### src/rtl/fudm_pkg.sv
package fudm_pkg;

   typedef enum logic [1:0] {
      FU_IDLE     = 2'd0,
      FU_WAIT_OPS = 2'd1,
      FU_EXEC     = 2'd2,
      FU_HELD     = 2'd3
   } fu_state_e;

   function automatic int unsigned fudm_idx_width(input int unsigned n);
      return (n > 1) ? $clog2(n) : 1;
   endfunction

endpackage

### src/rtl/fudm_dep_cell.sv
module fudm_dep_cell (
   input  logic clk,
   input  logic rst_n,
   input  logic load,
   input  logic din,
   input  logic clr,
   output logic q
);
   always_ff @(posedge clk) begin
      if (!rst_n)    q <= 1'b0;
      else if (load) q <= din;
      else if (clr)  q <= 1'b0;
   end
endmodule

### src/rtl/fudm_issue_mask.sv
module fudm_issue_mask #(
   parameter int NUM_FU     = 4,
   parameter bit AUTO_ORDER = 1'b1,
   localparam int IDXW      = fudm_pkg::fudm_idx_width(NUM_FU)
) (
   input  logic              issue_valid,
   input  logic [IDXW-1:0]   issue_fu,
   input  logic [NUM_FU-1:0] issue_rd_dep,
   input  logic [NUM_FU-1:0] issue_wr_dep,
   input  logic [NUM_FU-1:0] busy,
   input  logic [NUM_FU-1:0] retiring,
   output logic [NUM_FU-1:0] issue_hit,
   output logic [NUM_FU-1:0] rd_load,
   output logic [NUM_FU-1:0] wr_load
);
   logic [NUM_FU-1:0] live;
   logic [NUM_FU-1:0] wr_req;

   always_comb begin
      issue_hit = '0;
      for (int k = 0; k < NUM_FU; k++)
         issue_hit[k] = issue_valid && (issue_fu == IDXW'(k));
   end

   assign live = busy & ~retiring & ~issue_hit;

   generate
      if (AUTO_ORDER) begin : g_auto
         assign wr_req = issue_wr_dep | busy;
      end else begin : g_manual
         assign wr_req = issue_wr_dep;
      end
   endgenerate

   assign rd_load = issue_rd_dep & live;
   assign wr_load = wr_req & live;
endmodule

### src/rtl/fudm_unit_ctrl.sv
module fudm_unit_ctrl
   import fudm_pkg::*;
(
   input  logic clk,
   input  logic rst_n,
   input  logic issue_hit,
   input  logic rd_blocked,
   input  logic wr_blocked,
   input  logic exec_done,
   input  logic wr_hold,
   input  logic go_die,
   output logic go_read,
   output logic go_write,
   output logic busy
);
   fu_state_e st, st_nx;

   assign busy     = (st != FU_IDLE);
   assign go_read  = (st == FU_WAIT_OPS) && !rd_blocked && !go_die;
   assign go_write = (st == FU_HELD) && !wr_blocked && !wr_hold && !go_die;

   always_comb begin
      st_nx = st;
      unique case (st)
         FU_IDLE:     if (issue_hit) st_nx = FU_WAIT_OPS;
         FU_WAIT_OPS: if (go_read)   st_nx = FU_EXEC;
         FU_EXEC:     if (exec_done) st_nx = FU_HELD;
         FU_HELD:     if (go_write)  st_nx = FU_IDLE;
         default:                    st_nx = FU_IDLE;
      endcase
      if (go_die) st_nx = FU_IDLE;
   end

   always_ff @(posedge clk) begin
      if (!rst_n) st <= FU_IDLE;
      else        st <= st_nx;
   end

   a_r4_hold_blocks: assert property (@(posedge clk) disable iff (!rst_n)
      wr_hold |-> !go_write);
   a_r3_write_after_exec: assert property (@(posedge clk) disable iff (!rst_n)
      go_write |-> $past(exec_done) || $past(st == FU_HELD));
   a_r5_die_idles: assert property (@(posedge clk) disable iff (!rst_n)
      (go_die && !issue_hit) |=> !busy);
endmodule

### src/rtl/fu_dep_matrix.sv
module fu_dep_matrix
   import fudm_pkg::*;
#(
   parameter int NUM_FU     = 4,
   parameter bit AUTO_ORDER = 1'b1,
   localparam int IDXW      = fudm_idx_width(NUM_FU)
) (
   input  logic              clk,
   input  logic              rst_n,
   input  logic              issue_valid,
   input  logic [IDXW-1:0]   issue_fu,
   input  logic [NUM_FU-1:0] issue_rd_dep,
   input  logic [NUM_FU-1:0] issue_wr_dep,
   input  logic [NUM_FU-1:0] exec_done,
   input  logic [NUM_FU-1:0] wr_hold,
   input  logic [NUM_FU-1:0] go_die,
   output logic [NUM_FU-1:0] go_read,
   output logic [NUM_FU-1:0] go_write,
   output logic [NUM_FU-1:0] busy
);
   generate
      if (NUM_FU < 2)  begin : g_chk_lo $error("NUM_FU must be at least 2"); end
      if (NUM_FU > 64) begin : g_chk_hi $error("NUM_FU must not exceed 64"); end
   endgenerate

   logic [NUM_FU-1:0] rd_row  [NUM_FU];
   logic [NUM_FU-1:0] wr_row  [NUM_FU];
   logic [NUM_FU-1:0] rd_col  [NUM_FU];
   logic [NUM_FU-1:0] wr_col  [NUM_FU];
   logic [NUM_FU-1:0] issue_hit, rd_load, wr_load, col_clr;

   assign col_clr = go_write | go_die;

   fudm_issue_mask #(.NUM_FU(NUM_FU), .AUTO_ORDER(AUTO_ORDER)) u_mask (
      .issue_valid (issue_valid),
      .issue_fu    (issue_fu),
      .issue_rd_dep(issue_rd_dep),
      .issue_wr_dep(issue_wr_dep),
      .busy        (busy),
      .retiring    (col_clr),
      .issue_hit   (issue_hit),
      .rd_load     (rd_load),
      .wr_load     (wr_load)
   );

   generate
      for (genvar r = 0; r < NUM_FU; r++) begin : g_row
         for (genvar c = 0; c < NUM_FU; c++) begin : g_col
            fudm_dep_cell u_rd (
               .clk(clk), .rst_n(rst_n), .load(issue_hit[r]), .din(rd_load[c]),
               .clr(col_clr[c] | go_die[r]), .q(rd_row[r][c]));
            fudm_dep_cell u_wr (
               .clk(clk), .rst_n(rst_n), .load(issue_hit[r]), .din(wr_load[c]),
               .clr(col_clr[c] | go_die[r]), .q(wr_row[r][c]));
            assign rd_col[c][r] = rd_row[r][c];
            assign wr_col[c][r] = wr_row[r][c];
         end

         fudm_unit_ctrl u_ctrl (
            .clk       (clk),
            .rst_n     (rst_n),
            .issue_hit (issue_hit[r]),
            .rd_blocked(|rd_row[r]),
            .wr_blocked(|wr_row[r]),
            .exec_done (exec_done[r]),
            .wr_hold   (wr_hold[r]),
            .go_die    (go_die[r]),
            .go_read   (go_read[r]),
            .go_write  (go_write[r]),
            .busy      (busy[r])
         );

         a_r2_read_gated: assert property (@(posedge clk) disable iff (!rst_n)
            (|rd_row[r]) |-> !go_read[r]);
         a_r3_commit_row_empty: assert property (@(posedge clk) disable iff (!rst_n)
            go_write[r] |-> (wr_row[r] == '0));
         a_r6_column_cleared: assert property (@(posedge clk) disable iff (!rst_n)
            col_clr[r] |=> (rd_col[r] == '0) && (wr_col[r] == '0));
         a_r5_row_cleared: assert property (@(posedge clk) disable iff (!rst_n)
            (go_die[r] && !issue_hit[r]) |=> (rd_row[r] == '0) && (wr_row[r] == '0));
         a_r8_no_self_dep: assert property (@(posedge clk) disable iff (!rst_n)
            !rd_row[r][r] && !wr_row[r][r]);
      end
   endgenerate

   a_r1_idle_no_grant: assert property (@(posedge clk) disable iff (!rst_n)
      ((go_read | go_write) & ~busy) == '0);
endmodule

### config.mk
export PLATFORM = sky130hd
export DESIGN_NAME = fu_dep_matrix
export DESIGN_NICKNAME = d
export VERILOG_FILES = /design/src/rtl/fudm_pkg.sv /design/src/rtl/fudm_dep_cell.sv /design/src/rtl/fudm_issue_mask.sv /design/src/rtl/fudm_unit_ctrl.sv /design/src/rtl/fu_dep_matrix.sv
export SDC_FILE = /design/constraint.sdc
export NUM_CORES = 1
export LEC_CHECK = 0
export ABC_AREA = 1
export BUFFER_PORTS_ARGS = -buffer_cell sky130_fd_sc_hd__buf_2
export CAP_MARGIN = 20
export CORE_ASPECT_RATIO = 1.25
export CORE_MARGIN = 2
export CORE_UTILIZATION = 55
export DETAILED_ROUTE_END_ITERATION = 7
export GPL_ROUTABILITY_DRIVEN = 0
export GPL_TIMING_DRIVEN = 0
export PLACE_DENSITY = 0.89
export SLEW_MARGIN = 10
export SYNTH_ARGS = -nofsm -noshare
export SYNTH_HDL_FRONTEND = slang
export SYNTH_SLANG_ARGS = --single-unit
### constraint.sdc
create_clock -name clk -period 1.67 [get_ports clk]
set_clock_uncertainty 0.1 [all_clocks]
set_input_delay 0.334 -clock clk [delete_from_list [all_inputs] [get_ports clk]]
set_output_delay 0.334 -clock clk [all_outputs]
set_load 0.02 [all_outputs]
; Word level (Yosys, flattened, before mapping)
; Index checks and enable logic that the tools add are counted.
[classes]
bitwise_logic = 25
eq_ne = 31
n_mux = 68
n_reduce_logical = 81
[ops]
columns = operator, count
row1 = 2-to-1 mux 1 bit, 48
row2 = nonzero test 2 bit, 20
row3 = 2-to-1 mux 2 bit, 16
row4 = one-hot mux 2 bit (4 select lines), 4
row5 = OR reduction 4 bit, 8
row6 = logical AND 1 bit, 24
row7 = equality test 2 bit (second input constant), 10
row8 = bitwise AND 4 bit, 4
row9 = zero test 1 bit, 16
row10 = inequality test 2 x 1 -> 1 bit (second input constant), 8
row11 = inequality test 2 bit (second input constant), 8
row12 = bitwise OR 1 bit, 16
row13 = AND reduction 4 bit, 4
row14 = equality test 2 x 1 -> 1 bit (second input constant), 5
row15 = zero test 2 bit, 5
row16 = inverter 4 bit, 2
row17 = bitwise OR 4 bit, 2
row18 = OR reduction 2 bit, 4
row19 = inverter 1 bit, 1
[word_totals]
regBits = 40
in_bits = 25

; Depth between registers and ports, before layout
[logic_depth]
ltp_word = 11
depth_mapped = 11
ltp_nobuf = 11

; Cells and area by module
; Synthesis repeated with hierarchy kept, for this count alone.
[hier_totals]
cells_unflattened = 455
area_unflattened_um2 = 2632.5
[modules_own_cells]
columns = module, instances, seq_area_each_um2, area_each_um2, cells_per_inst
row1 = fudm_dep_cell, 32, 20.0, 43.8, 7
row2 = fudm_unit_ctrl, 4, 40.0, 222.7, 37
row3 = fu_dep_matrix, 1, 0.0, 190.2, 48
row4 = fudm_issue_mask, 1, 0.0, 150.1, 35

; Least setup slack after synthesis
; OpenSTA, ideal clock, no wires.
[synth_timing]
path_kind = register to output
from = register g_row[1].u_ctrl.st[0]
to = output go_write[1]
setup_slack_ps = 204
n_path_buf = 1
path_stages_with_launch = 7
t_required_ps = 1236
arrival_ps = 1032
path_cell_list = dfxtp_1 -> ha_1 -> inv_1 -> nor2_1 -> nand3_1 -> nor2_1 -> buf_4
[synth_between]
elab_chain_cells = 4
[synth_rtl]
columns = item, line_no
row1 = "start, declared", fudm_unit_ctrl.sv:16  ; fu_state_e st, st_nx;
row2 = "start signal, assigned", fudm_unit_ctrl.sv:36  ; else st <= st_nx;
row3 = equality test 2 bit, fudm_unit_ctrl.sv:20  ; assign go_write = (st == FU_HELD) && !wr_blocked && !wr_hold && !go_die;
row4 = logical AND 1 bit (3 in a row), fudm_unit_ctrl.sv:20
row5 = "end, declared", fu_dep_matrix.sv:18  ; output logic [NUM_FU-1:0] go_write,
; Every way passes these cells.

; Worst setup path in the final report
[layout_timing]
from = register g_row[0].u_ctrl.st[1]
to = output go_write[0]
[layout_between]
elab_chain_cells = 4
[layout_rtl]
columns = item, line_no
row1 = "start, declared", fudm_unit_ctrl.sv:16
row2 = "start signal, assigned", fudm_unit_ctrl.sv:36
row3 = equality test 2 bit, fudm_unit_ctrl.sv:20
row4 = logical AND 1 bit (3 in a row), fudm_unit_ctrl.sv:20
; Every way passes these cells.

==> flow_summary.yaml <==
outcome:
  run_status: "finished, violations left"
  violations: "setup timing"
clock_tree:
  cts_tree: "yes"
  cts_hold_buf: 0
  cts_max_level: 2
  clk_pin_slew_worst_paths_ps: 80
  numCtsBuffers: 5
  clock_sinks: 40
  insertion_delay_ps: 300
  ctsLongestPathBuffers: 2
  cts_root_buffer: "clkbuf_8"
timing:
  setup_viol: 16
  worst_pin_slew_ps: 618
  clock.fmax_ghz: 0.550
  rsz0062_at_grt: "true"
  hold_violations: 0
  setup_ws_ps: -147
  period_minus_slack_ps: 1820
  drv_slew: 0
  finalCritPeriodShare: 1.09
  slew_headroom: 0.588
yosys:
  synth_area_per_cell_sq_um: 6.89
  synth_xor_xnor_area_share: 0
  ys_types: 19
  synthAdderAreaFrac: 0.0872
  ys_ff_latch: 40
  ys_warn_count: 0
  syn_inst: 333
  yosys.area_share.simple: 0.371
  muxShareOfSynthArea: 0
  syn_nets: 374
  synth_compound_area_frac: 0.0719
  syn_area_sq_um: 2300
  synth_top_family_by_area: "simple AND/OR/NAND/NOR gates"
  yosysSeqAreaShare: 0.349
pwr:
  power_leakage_nw: 1.29
  switching_share: 0.310
  combPwrFrac: 0.226
  p_int_mw: 1.43
  switchingPower_mw: 0.643
  clkPwrFrac: 0.299
  seq_power_share: 0.475
  power_mw: 2.07
  max-vdd-ir-drop_mv: 0.587
  p_per_area_nw_per_um2: 649
detailed_routing:
  wl_per_cell_microns: 15.7
  drc: 0
  drt_first_pass_iters: 4
  wirelength_mm: 6.95
  drtIter0Drc: 159
  viasPerCell: 5.57
  num_vias: 2475
  antenna_left: 0
layout:
  mostFrequentLayoutCells: "nor2_1, nand2_1, nand3_1"
  area_delta_synth_final_pct: 39.2
  post_route_cells_drive_above_1_share: 0.423
  nNetsFinal: 429
  n_antenna_cell: 0
  final_common_cell: "nor2_1"
  fillers: 253
setup_path:
  cp-start-kind: "flip-flop"
  crit_type: "reg -> out"
  cp_data_arrival_time_ps: 1380
  endpoint_kind: "primary output"
  crit_required_ps: 1240
  critical_path_peak_fanout: 3
  r2r_start: "g_row[0].u_ctrl.st[1]$_SDFFE_PP0P_"
  setup.worst_path.start: "g_row[0].u_ctrl.st[1]$_SDFFE_PP0P_"
  r2r_cells: 11
grt:
  antenna_found_initial: 0
  overflow: 0
  grtUsageTotal: 0.269
  grt_pass1_wl_mm: 9.65
  grt_max_degree: 12
  grt_pass1_vias: 2278
flow_run:
  drv_cap: 0
die:
  rows: 26
  io_pins: 37
  initial_utilization: 0.569
  die_area_sq_um: 4710
  die_w_microns: 61.8
  core-area_sq_um: 4030
  die_y_microns: 76.2
min_path:
  hold_path_depth: 3
  hold_class: "in -> reg"
  min-delay-start: "issue_rd_dep[2]"
placed_design:
  numPortBuffers: 32
  dp_hpwl_mm: 3.83
  post-place-ws_ps: -6.41
## Yosys cell counts
library cell	number	area, sq um
o21ai_0	2	10.0
nand2_2	3	18.8
a21oi_4	1	16.3
inv_1	46	173
nand3_2	1	10.0
nand3_1	49	245
a21oi_2	1	8.76
nand4_1	4	25.0
nor2_2	4	25.0
clkbuf_1	3	11.3
nor2_4	8	90.1
inv_2	1	3.75
ha_1	16	200
or2_2	1	6.26
buf_4	12	90.1
nand2_1	52	195
nor2_1	63	236
a21oi_1	26	130
dfxtp_1	40	801
## layer usage
metal  GRT usage  share of wire  vias up
met5           0              0        -
met4       0.121          0.046        0
met3      0.0645          0.080       39
met2       0.453           0.52      140
met1       0.307           0.35     1142
li1            -              -     1154
## power groups by stage
stage / clock [mW] / combinational [mW] / sequential, mW
3_3_place_gp: 0 / 0.327 / 1.00
2_1_floorplan: 0 / 0.235 / 0.998
3_5_place_dp: 0 / 0.336 / 1.00
4_1_cts: 0.622 / 0.379 / 0.984
5_1_grt: 0.673 / 0.513 / 0.988
6_report: 0.620 / 0.469 / 0.986
## critical path: stages (launching register included)
cell and delay (ps):
dfxtp_4 380, ha_4 140, inv_2 40, nor2_4 130, nand3_4 110, nor2_4 140, buf_6 130
## per-stage QoR
stage / hold slack, ps / setup TNS [ps] / std cells / util / area [sq um]
after detailed placement: 325 / -6.41 / 421 / 0.626 / 2530
after CTS: 229 / -773 / 440 / 0.724 / 2920
after floorplan: 315 / 0 / 333 / - / 2300
after global routing: 233 / -2160 / 444 / 0.792 / 3200
after global placement: 322 / 0 / 421 / 0.626 / 2530
final: 238 / -1050 / 444 / 0.792 / 3200
## flip-flops by register name, indices dropped and copies added (netlist names)
signal / count
g_row.u_ctrl.st: 8
g_row.g_col.u_rd.q: 16
g_row.g_col.u_wr.q: 16
## area by class of cell
| type | count | area [sq um] | area share |
|---|---|---|---|
| Tap cell | 56 | 70.1 | 0.0219 |
| Sequential cell | 40 | 831 | 0.260 |
| Clock buffer | 6 | 72.6 | 0.0227 |
| Timing Repair Buffer | 57 | 430 | 0.135 |
| Buffer | 6 | 33.8 | 0.0106 |
| Inverter | 47 | 199 | 0.0623 |
| Multi-Input combinational cell | 231 | 1550 | 0.486 |
| Clock inverter | 1 | 5.00 | 0.00157 |
## path summary, 6_finish.rpt
check	end	slack (ps)
max	go_write[0]	-150
min	g_row[3].g_col[2].u_rd.q$_SDFFE_PN0P_	240
max reg2reg	g_row[2].g_col[0].u_rd.q$_SDFFE_PN0P_	-80
min reg2reg	g_row[3].g_col[3].u_wr.q$_SDFFE_PN0P_	340
## cell families (layout without fill, tap and decap cells)
group	Yosys count	after routing
flip-flops	40	40
AO/OA/AOI/OAI	30	30
adder cells (fa/ha/maj)	16	16
AND/OR/NAND/NOR	185	185
buffers and inverters	62	117
## what timing repair did
item                       4_1_cts  5_1_grt
setup endpoints to repair       12       32
cloned                           0        0
pin swaps                       23       36
setup buffers                   20       11
resized for setup               80       68
Power figures use the tool's default switching activity.
